### src/rtl/bcmn_pkg.sv
package bcmn_pkg;

    typedef enum logic [1:0] {
        MODE_FULL    = 2'd0,
        MODE_HALF    = 2'd1,
        MODE_QUARTER = 2'd2,
        MODE_OFF     = 2'd3
    } net_mode_e;

    localparam int unsigned GROUP_SIZE = 4;

    // Number of output cycles one transfer needs in a given mode.
    function automatic logic [2:0] phase_count(net_mode_e m);
        case (m)
            MODE_FULL:    return 3'd1;
            MODE_HALF:    return 3'd2;
            MODE_QUARTER: return 3'd4;
            default:      return 3'd0;
        endcase
    endfunction

    // Clusters of one group that stay powered in a given mode.
    function automatic logic [3:0] gate_mask(net_mode_e m);
        case (m)
            MODE_FULL:    return 4'b1111;
            MODE_HALF:    return 4'b0101;
            MODE_QUARTER: return 4'b0001;
            default:      return 4'b0000;
        endcase
    endfunction

endpackage

### src/rtl/bcmn_seq.sv
module bcmn_seq
    import bcmn_pkg::*;
(
    input  logic      clk,
    input  logic      rst_n,
    input  logic      start_i,
    input  logic [1:0] mode_i,
    output logic      load_o,
    output logic      emit_o,
    output logic [1:0] phase_o,
    output net_mode_e mode_o,
    output logic      busy_o
);

    typedef struct packed {
        logic      busy;
        logic [2:0] cnt;
        net_mode_e mode;
    } seq_state_t;

    seq_state_t seq_d, seq_q;
    logic       load_w;
    logic       emit_w;

    always_comb begin
        load_w = start_i && !seq_q.busy;
        emit_w = seq_q.busy && (seq_q.cnt != phase_count(seq_q.mode));
        seq_d  = seq_q;
        if (load_w) begin
            seq_d.busy = 1'b1;
            seq_d.cnt  = 3'd0;
            seq_d.mode = net_mode_e'(mode_i);
        end else if (seq_q.busy) begin
            if (emit_w) begin
                seq_d.cnt = seq_q.cnt + 3'd1;
            end else begin
                seq_d.busy = 1'b0;
            end
        end
    end

    always_ff @(posedge clk or negedge rst_n) begin
        if (!rst_n) begin
            seq_q <= '{busy: 1'b0, cnt: 3'd0, mode: MODE_OFF};
        end else begin
            seq_q <= seq_d;
        end
    end

    assign load_o  = load_w;
    assign emit_o  = emit_w;
    assign phase_o = seq_q.cnt[1:0];
    assign mode_o  = seq_q.mode;
    assign busy_o  = seq_q.busy;

endmodule

### src/rtl/bcmn_group_gate.sv
module bcmn_group_gate
    import bcmn_pkg::*;
(
    input  logic       clk,
    input  logic       rst_n,
    input  logic       load_i,
    input  logic [1:0] mode_i,
    output logic [3:0] gate_o
);

    logic [3:0] gate_d, gate_q;

    always_comb begin
        gate_d = gate_q;
        if (load_i) begin
            gate_d = gate_mask(net_mode_e'(mode_i));
        end
    end

    always_ff @(posedge clk or negedge rst_n) begin
        if (!rst_n) begin
            gate_q <= 4'b0000;
        end else begin
            gate_q <= gate_d;
        end
    end

    assign gate_o = gate_q;

endmodule

### src/rtl/bcmn_group_route.sv
module bcmn_group_route
    import bcmn_pkg::*;
#(
    parameter int unsigned DATA_W    = 16,
    parameter int unsigned TAG_W     = 3,
    parameter int unsigned GROUP_IDX = 0
) (
    input  net_mode_e                    mode_i,
    input  logic [1:0]                   phase_i,
    input  logic                         emit_i,
    input  logic [GROUP_SIZE*DATA_W-1:0] bank_data_i,
    input  logic [GROUP_SIZE-1:0]        bank_valid_i,
    output logic [GROUP_SIZE*DATA_W-1:0] cl_data_o,
    output logic [GROUP_SIZE-1:0]        cl_valid_o,
    output logic [GROUP_SIZE*TAG_W-1:0]  cl_tag_o
);

    localparam logic [TAG_W-1:0] TAG_BASE = TAG_W'(GROUP_IDX * GROUP_SIZE);

    logic [1:0] src;
    logic       served;

    always_comb begin
        cl_data_o  = '0;
        cl_valid_o = '0;
        cl_tag_o   = '0;
        src        = 2'd0;
        served     = 1'b0;
        for (int c = 0; c < GROUP_SIZE; c++) begin
            served = 1'b0;
            src    = 2'(c);
            case (mode_i)
                MODE_FULL: begin
                    served = 1'b1;
                    src    = 2'(c);
                end
                MODE_HALF: begin
                    if (c == 0 || c == 2) begin
                        served = 1'b1;
                        src    = 2'(c) + {1'b0, phase_i[0]};
                    end
                end
                MODE_QUARTER: begin
                    if (c == 0) begin
                        served = 1'b1;
                        src    = phase_i;
                    end
                end
                default: served = 1'b0;
            endcase
            if (emit_i && served && bank_valid_i[src]) begin
                cl_valid_o[c]                 = 1'b1;
                cl_data_o[c*DATA_W +: DATA_W] = bank_data_i[src*DATA_W +: DATA_W];
                cl_tag_o[c*TAG_W +: TAG_W]    = TAG_BASE + TAG_W'(src);
            end
        end
    end

endmodule

### src/rtl/bank_cluster_mux_net.sv
module bank_cluster_mux_net
    import bcmn_pkg::*;
#(
    parameter int unsigned NUM_GROUPS = 2,
    parameter int unsigned DATA_W     = 16,
    localparam int unsigned N_CL      = GROUP_SIZE * NUM_GROUPS,
    localparam int unsigned TAG_W     = (N_CL > 1) ? $clog2(N_CL) : 1
) (
    input  logic                    clk,
    input  logic                    rst_n,
    input  logic                    start_i,
    input  logic [1:0]              mode_i,
    input  logic [N_CL*DATA_W-1:0]  bank_data_i,
    input  logic [N_CL-1:0]         bank_valid_i,
    output logic [N_CL*DATA_W-1:0]  cl_data_o,
    output logic [N_CL-1:0]         cl_valid_o,
    output logic [N_CL*TAG_W-1:0]   cl_tag_o,
    output logic [N_CL-1:0]         cl_gate_o,
    output logic                    busy_o
);

    localparam int unsigned GRP_DW = GROUP_SIZE * DATA_W;
    localparam int unsigned GRP_TW = GROUP_SIZE * TAG_W;

    typedef struct packed {
        logic [N_CL*DATA_W-1:0] stage_data;
        logic [N_CL-1:0]        stage_valid;
        logic [N_CL*DATA_W-1:0] out_data;
        logic [N_CL-1:0]        out_valid;
        logic [N_CL*TAG_W-1:0]  out_tag;
    } net_state_t;

    net_state_t net_d, net_q;

    logic       load_w;
    logic       emit_w;
    logic [1:0] phase_w;
    net_mode_e  mode_w;

    logic [N_CL*DATA_W-1:0] route_data;
    logic [N_CL-1:0]        route_valid;
    logic [N_CL*TAG_W-1:0]  route_tag;

    bcmn_seq seq_i (
        .clk     (clk),
        .rst_n   (rst_n),
        .start_i (start_i),
        .mode_i  (mode_i),
        .load_o  (load_w),
        .emit_o  (emit_w),
        .phase_o (phase_w),
        .mode_o  (mode_w),
        .busy_o  (busy_o)
    );

    for (genvar g = 0; g < NUM_GROUPS; g++) begin : g_grp
        bcmn_group_route #(
            .DATA_W    (DATA_W),
            .TAG_W     (TAG_W),
            .GROUP_IDX (g)
        ) route_i (
            .mode_i       (mode_w),
            .phase_i      (phase_w),
            .emit_i       (emit_w),
            .bank_data_i  (net_q.stage_data[g*GRP_DW +: GRP_DW]),
            .bank_valid_i (net_q.stage_valid[g*GROUP_SIZE +: GROUP_SIZE]),
            .cl_data_o    (route_data[g*GRP_DW +: GRP_DW]),
            .cl_valid_o   (route_valid[g*GROUP_SIZE +: GROUP_SIZE]),
            .cl_tag_o     (route_tag[g*GRP_TW +: GRP_TW])
        );

        bcmn_group_gate gate_i (
            .clk    (clk),
            .rst_n  (rst_n),
            .load_i (load_w),
            .mode_i (mode_i),
            .gate_o (cl_gate_o[g*GROUP_SIZE +: GROUP_SIZE])
        );
    end

    always_comb begin
        net_d = net_q;
        if (load_w) begin
            net_d.stage_data  = bank_data_i;
            net_d.stage_valid = bank_valid_i;
        end
        net_d.out_data  = route_data;
        net_d.out_valid = route_valid;
        net_d.out_tag   = route_tag;
    end

    always_ff @(posedge clk or negedge rst_n) begin
        if (!rst_n) begin
            net_q <= '0;
        end else begin
            net_q <= net_d;
        end
    end

    assign cl_data_o  = net_q.out_data;
    assign cl_valid_o = net_q.out_valid;
    assign cl_tag_o   = net_q.out_tag;

endmodule

### config.mk
export PLATFORM = sky130hd
export DESIGN_NAME = bank_cluster_mux_net
export DESIGN_NICKNAME = d
export VERILOG_FILES = /design/src/rtl/bcmn_pkg.sv /design/src/rtl/bcmn_seq.sv /design/src/rtl/bcmn_group_gate.sv /design/src/rtl/bcmn_group_route.sv /design/src/rtl/bank_cluster_mux_net.sv
export SDC_FILE = /design/constraint.sdc
export NUM_CORES = 1
export LEC_CHECK = 0
export ABC_CLOCK_PERIOD_IN_PS = 2700
export BUFFER_PORTS_ARGS = -buffer_cell sky130_fd_sc_hd__buf_2
export CAP_MARGIN = 20
export CORE_MARGIN = 1
export CORE_UTILIZATION = 50
export CTS_CLUSTER_SIZE = 14
export DETAILED_ROUTE_END_ITERATION = 12
export GPL_TIMING_DRIVEN = 0
export PLACE_DENSITY = 0.77
export SYNTH_ARGS = -nofsm -noshare
export SYNTH_HDL_FRONTEND = slang
export SYNTH_SLANG_ARGS = --single-unit
### constraint.sdc
create_clock -name clk -period 2.7 [get_ports clk]
set_clock_uncertainty 0.15 [all_clocks]
set_input_delay 0.135 -clock clk [delete_from_list [all_inputs] [get_ports clk]]
set_output_delay 0.135 -clock clk [all_outputs]
set_load 0.01 [all_outputs]
==> impl_metrics.py, run 1 <==
metrics = {
    "floorplanning": {
        "dieArea_um2": 24010,
        "die_h_um": 155.0,
        "die_w_um": 155.0,
        "ioPinCount": 310,
        "initial_core_util_pct": 51.35,
        "rows": 55,
        "core_area_um2": 22780,
    },
    "routing": {
        "wire_per_inst_um": 20.15,
        "vias": 10020,
        "wl_mm": 37.52,
        "drc": 0,
        "first_iter_violations": 679,
        "vias_per_cell": 5.380,
        "drt_pass1_iterations": 5,
        "final_antenna_net_count": 0,
    },
    "setup_path": {
        "cp_max_fo": 10,
        "crit_required_ns": 2.99,
        "critPathLaunchType": "flip-flop",
        "reg2regPathDepth": 8,
        "crit_path_max_incr_delay_ns": 0.57,
        "crit_arrival_ns": 2.87,
        "path_common_cell": "buf_6",
        "rrSetupSlack_ns": 0.11,
        "endpoint": "cl_data_o[73]",
        "crit_path_end_kind": "flip-flop",
        "reg2reg_from": "seq_i.mode_o[1]",
        "cp_cell_sequence": "inv_1, ha_1, buf_6, o211ai_4, buf_4, buf_6, mux4_2, nor3b_2",
        "r2r_end": "cl_data_o[73]",
        "critPathSlowestCell": "mux4_2",
        "crit_type": "flip-flop to flip-flop",
        "crit_start": "seq_i.mode_o[1]",
    },
    "global_routing": {
        "antenna_found_initial": 2,
        "grt_start_max_net_pins": 112,
        "overflow": 0,
        "grt_first_pass_wirelength_mm": 57.46,
        "grt_use_total_pct": 31.89,
        "grt_pass1_vias": 10460,
    },
    "yosys": {
        "netlist_area_um2": 11700,
        "postSynthAreaPerCell_um2": 11.24,
        "ys_seq_area_share_pct": 61.42,
        "synth_area_leaders": "dfrtp_1 61%, nand2_1 13%, mux4_2 5.8%",
        "synthCells": 1041,
        "ys_types": 36,
        "synth_top_area_share_pct": 60.97,
        "synth_largest_area_cell": "dfrtp_1",
        "yosys_register_bits": 287,
        "ys_warn_count": 0,
    },
    "sta": {
        "rsz0062_at_grt": "no",
        "fin_crit_ns": 2.588,
        "slew_headroom_pct": 49.14,
        "finalMaxSlewViolations": 0,
        "finalHoldViolCount": 0,
        "holdWs_ns": 0.1544,
        "fmax_ghz": 0.3863,
        "period_share_pct": 95.87,
        "setup_viol": 0,
        "tns_ns": 0,
        "worst_pin_slew_ns": 0.7628,
    },
    "place": {
        "gp_congestion": 0.9158,
        "dp.final_hpwl_mm": 23.56,
        "placement.io_buffers": 303,
        "dp_cells": 1664,
    },
    "clock_tree": {
        "cts_buffers": 29,
        "clkLatencyLatePin_ns": 0.55,
        "clock_path_buffers": 3,
        "clock_sinks": 287,
        "clk_pin_slew_ns": 0.06,
        "cts_tree": "yes",
        "cts-root-buf": "clkbuf_16",
        "htreeDepth": 1,
    },
    "pwr": {
        "power_mw": 18.25,
        "p_per_area_nw_per_um2": 1132,
        "vdd_drop_max_mv": 0.5370,
        "leakage_nw": 8.971,
    },
    "cells_and_area": {
        "layout-drive-gt1-share_pct": 30.17,
        "nets": 1674,
        "fillers": 1552,
        "area_delta_synth_final_pct": 37.83,
        "seq_area_um2": 7184,
        "multiInputGateArea_um2": 3968,
        "final_cells": 1862,
        "final_util_pct": 70.78,
    },
    "hold_path": {
        "hold_path_class": "input pin to flip-flop",
    },
    "job": {
        "maxCapViolCount": 0,
    },
    "outcome": {
        "status": "finished clean",
    },
}
## kinds of logic (layout without fill, tap and decap cells)
family	after synthesis	count (layout)	share of synthesized area (%)
adder cells (fa/ha/maj)	6	6	0.6418
XOR/XNOR	6	6	0.4493
other	1	7	0.03206
AO/OA/AOI/OAI	20	20	1.380
buffers and inverters	103	605	4.963
multiplexers	71	71	9.841
flip-flops	287	287	61.42
AND/OR/NAND/NOR	547	547	21.28
## Yosys cell counts, drive strengths merged
library cell  number
mux4              34
nor3b             32
dfstp              2
a311o              1
nand2            402
nor3              42
and3              64
nand2b             1
mux2i             37
o21ai             12
a31o               1
dfrtp            285
o31ai              2
o211ai             1
o311ai             1
xnor2              3
ha                 6
a31oi              1
buf               49
clkbuf            41
xor2               3
inv               13
nor2               5
nor2b              1
conb               1
a311oi             1
## worst min-delay path by stage
stage,depth (start not counted),slack [ns],endpoint,start
finish,4,0.15,net_q[249],bank_data_i[81]
global route,4,0.17,net_q[249],bank_data_i[81]
CTS,4,0.13,net_q[250],bank_data_i[82]
detailed placement,1,-0.04,cl_data_o[26],rst_n
global placement,3,0.18,net_q[264],bank_data_i[96]
floorplan,0,-0.31,cl_data_o[0],rst_n
## what timing repair did
item                                   CTS  global route
pin swaps                                1             1
hold buffers                           142             0
endpoints found under the hold margin  317             0
setup endpoints to repair               42            69
gates resized for setup                  6            14
buffers inserted                         3             1
## placed cells by master, fill, tap and decap left out, types with 4 or more instances in the layout
cell / Yosys / layout
clkbuf_2: 0 / 10
nor3b_2: 15 / 15
clkinv_2: 0 / 7
buf_4: 23 / 26
mux2i_1: 37 / 35
clkbuf_8: 0 / 5
nand2_1: 401 / 401
buf_1: 5 / 5
nor3_1: 38 / 38
clkbuf_16: 0 / 29
nor3b_1: 17 / 17
inv_1: 13 / 13
conb_1: 1 / 6
and3_1: 64 / 64
buf_2: 10 / 312
clkbuf_1: 41 / 37
mux4_2: 30 / 30
mux4_1: 4 / 4
dfrtp_1: 285 / 285
o21ai_0: 12 / 12
buf_6: 9 / 9
dlygate4sd3_1: 0 / 141
nor3_2: 4 / 4
ha_1: 6 / 6
nor2_1: 5 / 5
## critical path: cells and delay by family, from the launching register on
| kind | cells | cell delay (ns) |
|---|---|---|
| AOI/OAI and AO/OA | 1 | 0.22 |
| adders and majority gates | 1 | 0.19 |
| buffers and inverters | 4 | 0.60 |
| DFF | 1 | 0.56 |
| muxes | 1 | 0.57 |
| and+or+nand+nor | 1 | 0.19 |
## layer usage
| metal | share of wire, % | global-route usage (%) |
|---|---|---|
| met5 | 0 | 0 |
| met4 | 4.9 | 15.65 |
| met3 | 8.0 | 5.320 |
| met2 | 49 | 53.28 |
| met1 | 38 | 40.59 |
## final cells by class
| class | instances | share of cell area (%) |
|---|---|---|
| flip-flops and latches | 287 | 44.56 |
| multi-input cells | 656 | 24.61 |
| repair buffers | 451 | 18.95 |
| clock buffers | 41 | 5.091 |
| plain buffers | 89 | 3.352 |
| well taps | 313 | 2.429 |
| clock inverters | 11 | 0.6907 |
| inverters | 13 | 0.3027 |
| diodes | 1 | 0.01552 |
## per-stage QoR
step,instance area (um^2),setup WS [ns]
floorplan,11720,0.2545
global placement,13620,-3.790
detailed placement,13690,-0.2778
CTS,16100,0.005751
global route,16120,0.002125
finish,16120,0.1116
## sequential cells by signal, summed over array words and instances, names as in the netlist
name                 flops
cl_data_o              128
cl_tag_o                 7
cl_valid_o               7
g_grp.gate_i.gate_o      3
net_q                  136
seq_i.busy_o             1
seq_i.mode_o             2
seq_i.phase_o            2
seq_i.seq_q              1
## where the power goes
group,internal [mW],switching (mW)
Clock,2.30,1.67
Combinational,3.07,4.14
Sequential,5.84,1.23
(Power assumes the default switching activity.)
==> inputs of run 2 (changes only) <==
--- a/config.mk
+++ b/config.mk
@@ -8,12 +8,15 @@
 export ABC_CLOCK_PERIOD_IN_PS = 2700
 export BUFFER_PORTS_ARGS = -buffer_cell sky130_fd_sc_hd__buf_2
 export CAP_MARGIN = 20
+export CELL_PAD_IN_SITES_DETAIL_PLACEMENT = 0
+export CELL_PAD_IN_SITES_GLOBAL_PLACEMENT = 1
 export CORE_MARGIN = 1
-export CORE_UTILIZATION = 50
+export CORE_UTILIZATION = 41
 export CTS_CLUSTER_SIZE = 14
 export DETAILED_ROUTE_END_ITERATION = 12
 export GPL_TIMING_DRIVEN = 0
-export PLACE_DENSITY = 0.77
+export MAX_ROUTING_LAYER = met4
+export PLACE_DENSITY = 0.81
 export SYNTH_ARGS = -nofsm -noshare
 export SYNTH_HDL_FRONTEND = slang
 export SYNTH_SLANG_ARGS = --single-unit
==> run 2 against run 1 <==
Net effect:
- sequential power is 0.6% lower
- first-iteration DRC count decreased by 9.0%
- clock-buffer cell count is 1 higher
- largest cell class unchanged
- sequential share of layout area shrank 0.61 points
- maximum frequency about the same
- die area grew 22%
- critical path depth shrank 2
- register-to-register slack is essentially flat
==> impl_metrics.py, run 2 (synthesized netlist as in run 1, its figures left out) <==
metrics = {
    "sta": {
        "finalHoldViolCount": 0,
        "holdWs_ns": 0.03593,
        "tns_ns": 0,
        "worst_pin_slew_ns": 0.7500,
        "fin_crit_ns": 2.586,
        "slew_headroom_pct": 50.00,
        "rsz0062_at_grt": "no",
        "finalMaxSlewViolations": 0,
        "fmax_ghz": 0.3866,
        "period_share_pct": 95.79,
        "setup_viol": 0,
    },
    "job": {
        "maxCapViolCount": 0,
    },
    "cells_and_area": {
        "layout-drive-gt1-share_pct": 30.39,
        "multiInputGateArea_um2": 3976,
        "seq_area_um2": 7184,
        "largest_register_ffs": 136,
        "mostFrequentLayoutCells": "401 x nand2_1, 312 x buf_2, 285 x dfrtp_1",
        "top_register": "net_q",
        "final_cells": 1934,
        "nets": 1676,
        "area_delta_synth_final_pct": 39.75,
        "fillers": 2375,
        "final_common_cell": "nand2_1",
    },
    "routing": {
        "vias_per_cell": 4.895,
        "final_antenna_net_count": 0,
        "vias": 9466,
        "met2_length_mm": 17.24,
        "drt_pass1_iterations": 5,
        "first_iter_violations": 618,
        "drc": 0,
        "wire_per_inst_um": 18.97,
        "wl_met1_mm": 16.32,
        "wl_met3_mm": 1.934,
        "wl_mm": 36.68,
        "route.top_layer_used": "met4",
    },
    "setup_path": {
        "reg2reg_from": "seq_i.busy_o",
        "crit_arrival_ns": 2.92,
        "cp_max_fo": 10,
        "crit_path_end_kind": "flip-flop",
        "crit_start": "seq_i.busy_o",
        "crit_type": "flip-flop to flip-flop",
        "critPathLaunchType": "flip-flop",
        "crit_required_ns": 3.04,
    },
    "global_routing": {
        "antenna_found_initial": 3,
        "overflow": 0,
        "grt_first_pass_wirelength_mm": 55.32,
        "grt_start_max_net_pins": 101,
        "grt_pass1_vias": 9720,
        "grt_use_total_pct": 26.18,
    },
    "floorplanning": {
        "die_w_um": 170.9,
        "ioPinCount": 310,
        "rows": 61,
        "core_area_um2": 27930,
        "die_h_um": 170.9,
        "dieArea_um2": 29210,
        "initial_core_util_pct": 41.87,
    },
    "clock_tree": {
        "cts-root-buf": "clkbuf_16",
        "clock_sinks": 287,
        "cts_tree": "yes",
        "clock_path_buffers": 3,
        "htreeDepth": 1,
        "cts_buffers": 30,
        "clk_pin_slew_ns": 0.06,
        "clkLatencyLatePin_ns": 0.55,
    },
    "pwr": {
        "leakage_nw": 9.038,
        "p_per_area_nw_per_um2": 1138,
        "vdd_drop_max_mv": 0.4796,
    },
    "place": {
        "placement.io_buffers": 303,
        "gp_congestion": 0.8639,
        "dp_cells": 1729,
        "dp.final_hpwl_mm": 25.15,
    },
    "outcome": {
        "status": "finished clean",
    },
    "hold_path": {
        "hold_path_class": "input pin to asynchronous set/reset pin",
    },
}
[run 2: cell types whose count changed in the layout (fill, tap and decap cells not counted), moves of 2 or more]
cell	before	now
buf_4	26	29
clkbuf_2	10	7
clkinv_2	7	9
bufinv_16	2	5
diode_2	1	3
clkbuf_16	29	31
[run 2: final timing paths]
| path | end | slack [ns] | cells past startpoint |
|---|---|---|---|
| setup / recovery | g_grp[1].gate_i.gate_o[1] | 0.11 | 6 |
| hold / removal | net_q[194] | 0.04 | 2 |
| setup reg to reg | g_grp[1].gate_i.gate_o[1] | 0.11 | 6 |
| min in group clk | net_q[188] | 0.15 | 4 |
| hold reg to reg | net_q[245] | 0.32 | 2 |
| max in group asynchronous | seq_i.busy_o | 1.04 | 4 |
[run 2: layout make-up]
class / instances / area share [%]
Buffer: 89 / 3.284
Multi-Input combinational cell: 656 / 24.32
Timing Repair Buffer: 452 / 18.65
Sequential cell: 287 / 43.95
Inverter: 13 / 0.2985
Tap cell: 378 / 2.893
Clock buffer: 42 / 5.365
Antenna cell: 3 / 0.04592
Clock inverter: 14 / 1.194
[run 2: power by group]
part / internal [mW] / switching, mW / total [mW]
clock: 2.73 / 1.71 / 4.44
combinational: 3.09 / 4.04 / 7.13
sequential: 5.83 / 1.20 / 7.03
[run 2: timing repair]
action	in CTS	in global routing
hold endpoints to repair	235	0
resized for setup	9	3
pin swaps	2	0
endpoints found under the setup margin	83	30
hold buffers	140	0
buffers inserted	7	0
[run 2: layer usage]
layer  global-route usage (%)  vias to the layer above
met5                        -                        -
met4                    9.356                        0
met3                    3.632                       72
met2                    40.73                      328
met1                    35.25                     4694
li1                         -                     4372
[run 2: metrics by stage]
step	utilization, %	instance area, um^2	power, mW	worst slack [ns]
4_1_cts	58.47	16330	18.66	0.003017
3_5_place_dp	49.30	13770	13.88	-0.2872
5_1_grt	58.52	16350	19.71	0.006553
3_3_place_gp	49.06	13710	13.69	-3.931
6_report	58.52	16350	18.60	0.1136
2_1_floorplan	-	11720	11.18	0.2545
[run 2: worst max-delay path, stage by stage (launching register included)]
cell and delay [ns]:
dfrtp_1 0.50, nand2b_1 0.17, clkbuf_1 0.38, clkbuf_1 0.54
nand2_1 0.12, o31ai_1 0.08, dlygate4sd3_1 0.57
==> inputs of run 3 (changes only) <==
--- a/config.mk
+++ b/config.mk
@@ -8,15 +8,13 @@
 export ABC_CLOCK_PERIOD_IN_PS = 2700
 export BUFFER_PORTS_ARGS = -buffer_cell sky130_fd_sc_hd__buf_2
 export CAP_MARGIN = 20
-export CELL_PAD_IN_SITES_DETAIL_PLACEMENT = 0
-export CELL_PAD_IN_SITES_GLOBAL_PLACEMENT = 1
 export CORE_MARGIN = 1
-export CORE_UTILIZATION = 41
+export CORE_UTILIZATION = 50
 export CTS_CLUSTER_SIZE = 14
 export DETAILED_ROUTE_END_ITERATION = 12
 export GPL_TIMING_DRIVEN = 0
 export MAX_ROUTING_LAYER = met4
-export PLACE_DENSITY = 0.81
+export PLACE_DENSITY = 0.77
 export SYNTH_ARGS = -nofsm -noshare
 export SYNTH_HDL_FRONTEND = slang
 export SYNTH_SLANG_ARGS = --single-unit
==> constraint.sdc (replaced) <==
create_clock -name clk -period 2.7 [get_ports clk]
set_clock_uncertainty 0.15 [all_clocks]
set_input_delay 0.135 -clock clk [delete_from_list [all_inputs] [get_ports clk]]
set_output_delay 0.135 -clock clk [all_outputs]
set_load 0.1 [all_outputs]
==> run 3 against run 2 <==
Net effect:
- worst setup slack got worse by 0.018 ns
- die area fell by 18%
- largest cell class unchanged
- utilization rose by 12 points
- design area fell by 1.1%
- critical endpoint is now cl_data_o[54]
- cell count fell by 3.8%
- critical path type unchanged
==> impl_metrics.py, run 3 (synthesized netlist as in run 1, its figures left out) <==
metrics = {
    "routing": {
        "final_antenna_net_count": 0,
        "wl_mm": 38.10,
        "wire_per_inst_um": 20.49,
        "drt_pass1_iterations": 7,
        "drc": 0,
        "vias_per_cell": 5.418,
        "first_iter_violations": 658,
        "vias": 10080,
    },
    "clock_tree": {
        "clock_path_buffers": 3,
        "clock_sinks": 287,
        "htreeDepth": 1,
        "cts_buffers": 29,
        "cts_tree": "yes",
        "clkLatencyLatePin_ns": 0.54,
        "clk_pin_slew_ns": 0.07,
        "cts-root-buf": "clkbuf_16",
    },
    "floorplanning": {
        "die_h_um": 155.0,
        "core_area_um2": 22780,
        "die_w_um": 155.0,
        "ioPinCount": 310,
        "rows": 55,
        "dieArea_um2": 24010,
        "initial_core_util_pct": 51.35,
    },
    "sta": {
        "fin_crit_ns": 2.604,
        "finalMaxSlewViolations": 0,
        "tns_ns": 0,
        "rsz0062_at_grt": "no",
        "fmax_ghz": 0.3840,
        "period_share_pct": 96.44,
        "finalHoldViolCount": 0,
        "slew_headroom_pct": 50.11,
        "worst_pin_slew_ns": 0.7483,
        "setup_viol": 0,
    },
    "place": {
        "placement.io_buffers": 303,
        "dp.final_hpwl_mm": 23.82,
        "gp_congestion": 0.9283,
    },
    "global_routing": {
        "antenna_found_initial": 1,
        "grt_use_total_pct": 33.01,
        "grt_start_max_net_pins": 114,
        "overflow": 0,
        "grt_first_pass_wirelength_mm": 57.66,
        "grt_pass1_vias": 10580,
    },
    "setup_path": {
        "cp_cell_sequence": "inv_1, ha_1, buf_6, xnor2_1, a311oi_4, buf_12, buf_4, clkbuf_1, and3_1",
        "crit_start": "seq_i.mode_o[1]",
        "rrSetupSlack_ns": 0.1,
        "crit_required_ns": 2.98,
        "reg2regPathDepth": 9,
        "cp_max_fo": 10,
        "crit_path_max_incr_delay_ns": 0.56,
        "critPathLaunchType": "flip-flop",
        "crit_path_end_kind": "flip-flop",
        "reg2reg_from": "seq_i.mode_o[1]",
        "crit_type": "flip-flop to flip-flop",
        "r2r_end": "cl_data_o[54]",
        "critPathSlowestCell": "dfstp_2",
        "endpoint": "cl_data_o[54]",
        "crit_arrival_ns": 2.89,
    },
    "hold_path": {
        "hold_path_class": "input pin to asynchronous set/reset pin",
    },
    "cells_and_area": {
        "area_delta_synth_final_pct": 38.18,
        "top_register": "net_q",
        "largest_register_ffs": 136,
        "multiInputGateArea_um2": 3976,
        "fillers": 1501,
        "mostFrequentLayoutCells": "401 x nand2_1, 312 x buf_2, 285 x dfrtp_1",
        "nets": 1673,
        "final_util_pct": 70.96,
        "final_common_cell": "nand2_1",
        "layout-drive-gt1-share_pct": 29.88,
        "seq_area_um2": 7184,
    },
    "pwr": {
        "leakage_nw": 8.971,
        "vdd_drop_max_mv": 0.8651,
        "p_per_area_nw_per_um2": 1419,
    },
    "outcome": {
        "status": "finished clean",
    },
    "job": {
        "maxCapViolCount": 0,
    },
}
## run 3: changes by cell type in the layout (fill, tap and decap cells not counted), sizes merged
| cell | delta |
|---|---|
| bufinv | -1 |
| clkinv | -6 |
| diode | -2 |
| clkbuf | +1 |
| clkinvlp | +1 |
| buf | -2 |
## run 3: routing by layer
layer,vias to the layer above,global-route usage (%),share of wire (%)
met1,4977,40.65,39
met4,0,16.55,5.2
met3,175,6.128,7.4
met2,569,52.66,48
li1,4357,-,-
met5,-,-,0
## run 3: how the worst min path moves through the flow
| stage | to | slack [ns] |
|---|---|---|
| floorplan | cl_data_o[0] | -0.31 |
| global placement | net_q[264] | 0.18 |
| detailed placement | cl_data_o[27] | 0.03 |
| CTS | cl_data_o[27] | 0.06 |
| global route | cl_data_o[27] | 0.11 |
| finish | net_q[194] | 0.02 |
## run 3: area by class of cell
cell class | count | area share [%]
Antenna cell | 1 | 0.01548
Buffer | 89 | 3.313
Clock buffer | 43 | 5.248
Clock inverter | 8 | 0.8825
Inverter | 13 | 0.3019
Multi-Input combinational cell | 656 | 24.60
Sequential cell | 287 | 44.45
Tap cell | 313 | 2.423
Timing Repair Buffer | 450 | 18.76
## run 3: per-stage QoR
step                instance area (um^2)  worst slack [ns]  hold slack, ns  cells  power (mW)
floorplan                          11720            0.2545         -0.3106   1046       15.48
global placement                   13620            -3.775          0.1763   1662       17.92
global route                       16160          0.002403          0.1090   1860       23.82
finish                             16160           0.09602         0.01857   1860       22.93
detailed placement                 13690           -0.4012         0.03102   1664       18.19
CTS                                16120           0.02378         0.06161   1858       22.61
## run 3: worst max-delay path: cells and delay by family (launching register included)
kind | cells | cell delay [ns]
buffers and inverters | 5 | 0.77
DFF | 1 | 0.56
adders and majority gates | 1 | 0.19
xor gates and xnor gates | 1 | 0.38
and+or+nand+nor | 1 | 0.27
AOI/OAI and AO/OA | 1 | 0.18
## run 3: timing repair
action                                 in CTS  in global routing
cloned                                      0                  0
hold buffers                              140                  0
setup endpoints to repair                  44                102
pin swaps                                   1                  1
gates resized for setup                     6                  7
buffers inserted                            3                  2
endpoints found under the hold margin     230                  0
## run 3: where the power goes
part           leakage [nW]  total [mW]  internal [mW]  switching [mW]
clock network         0.484        4.19           2.54            1.65
registers              3.75        7.09           5.83            1.25
logic                  4.74        11.7           3.07            8.58
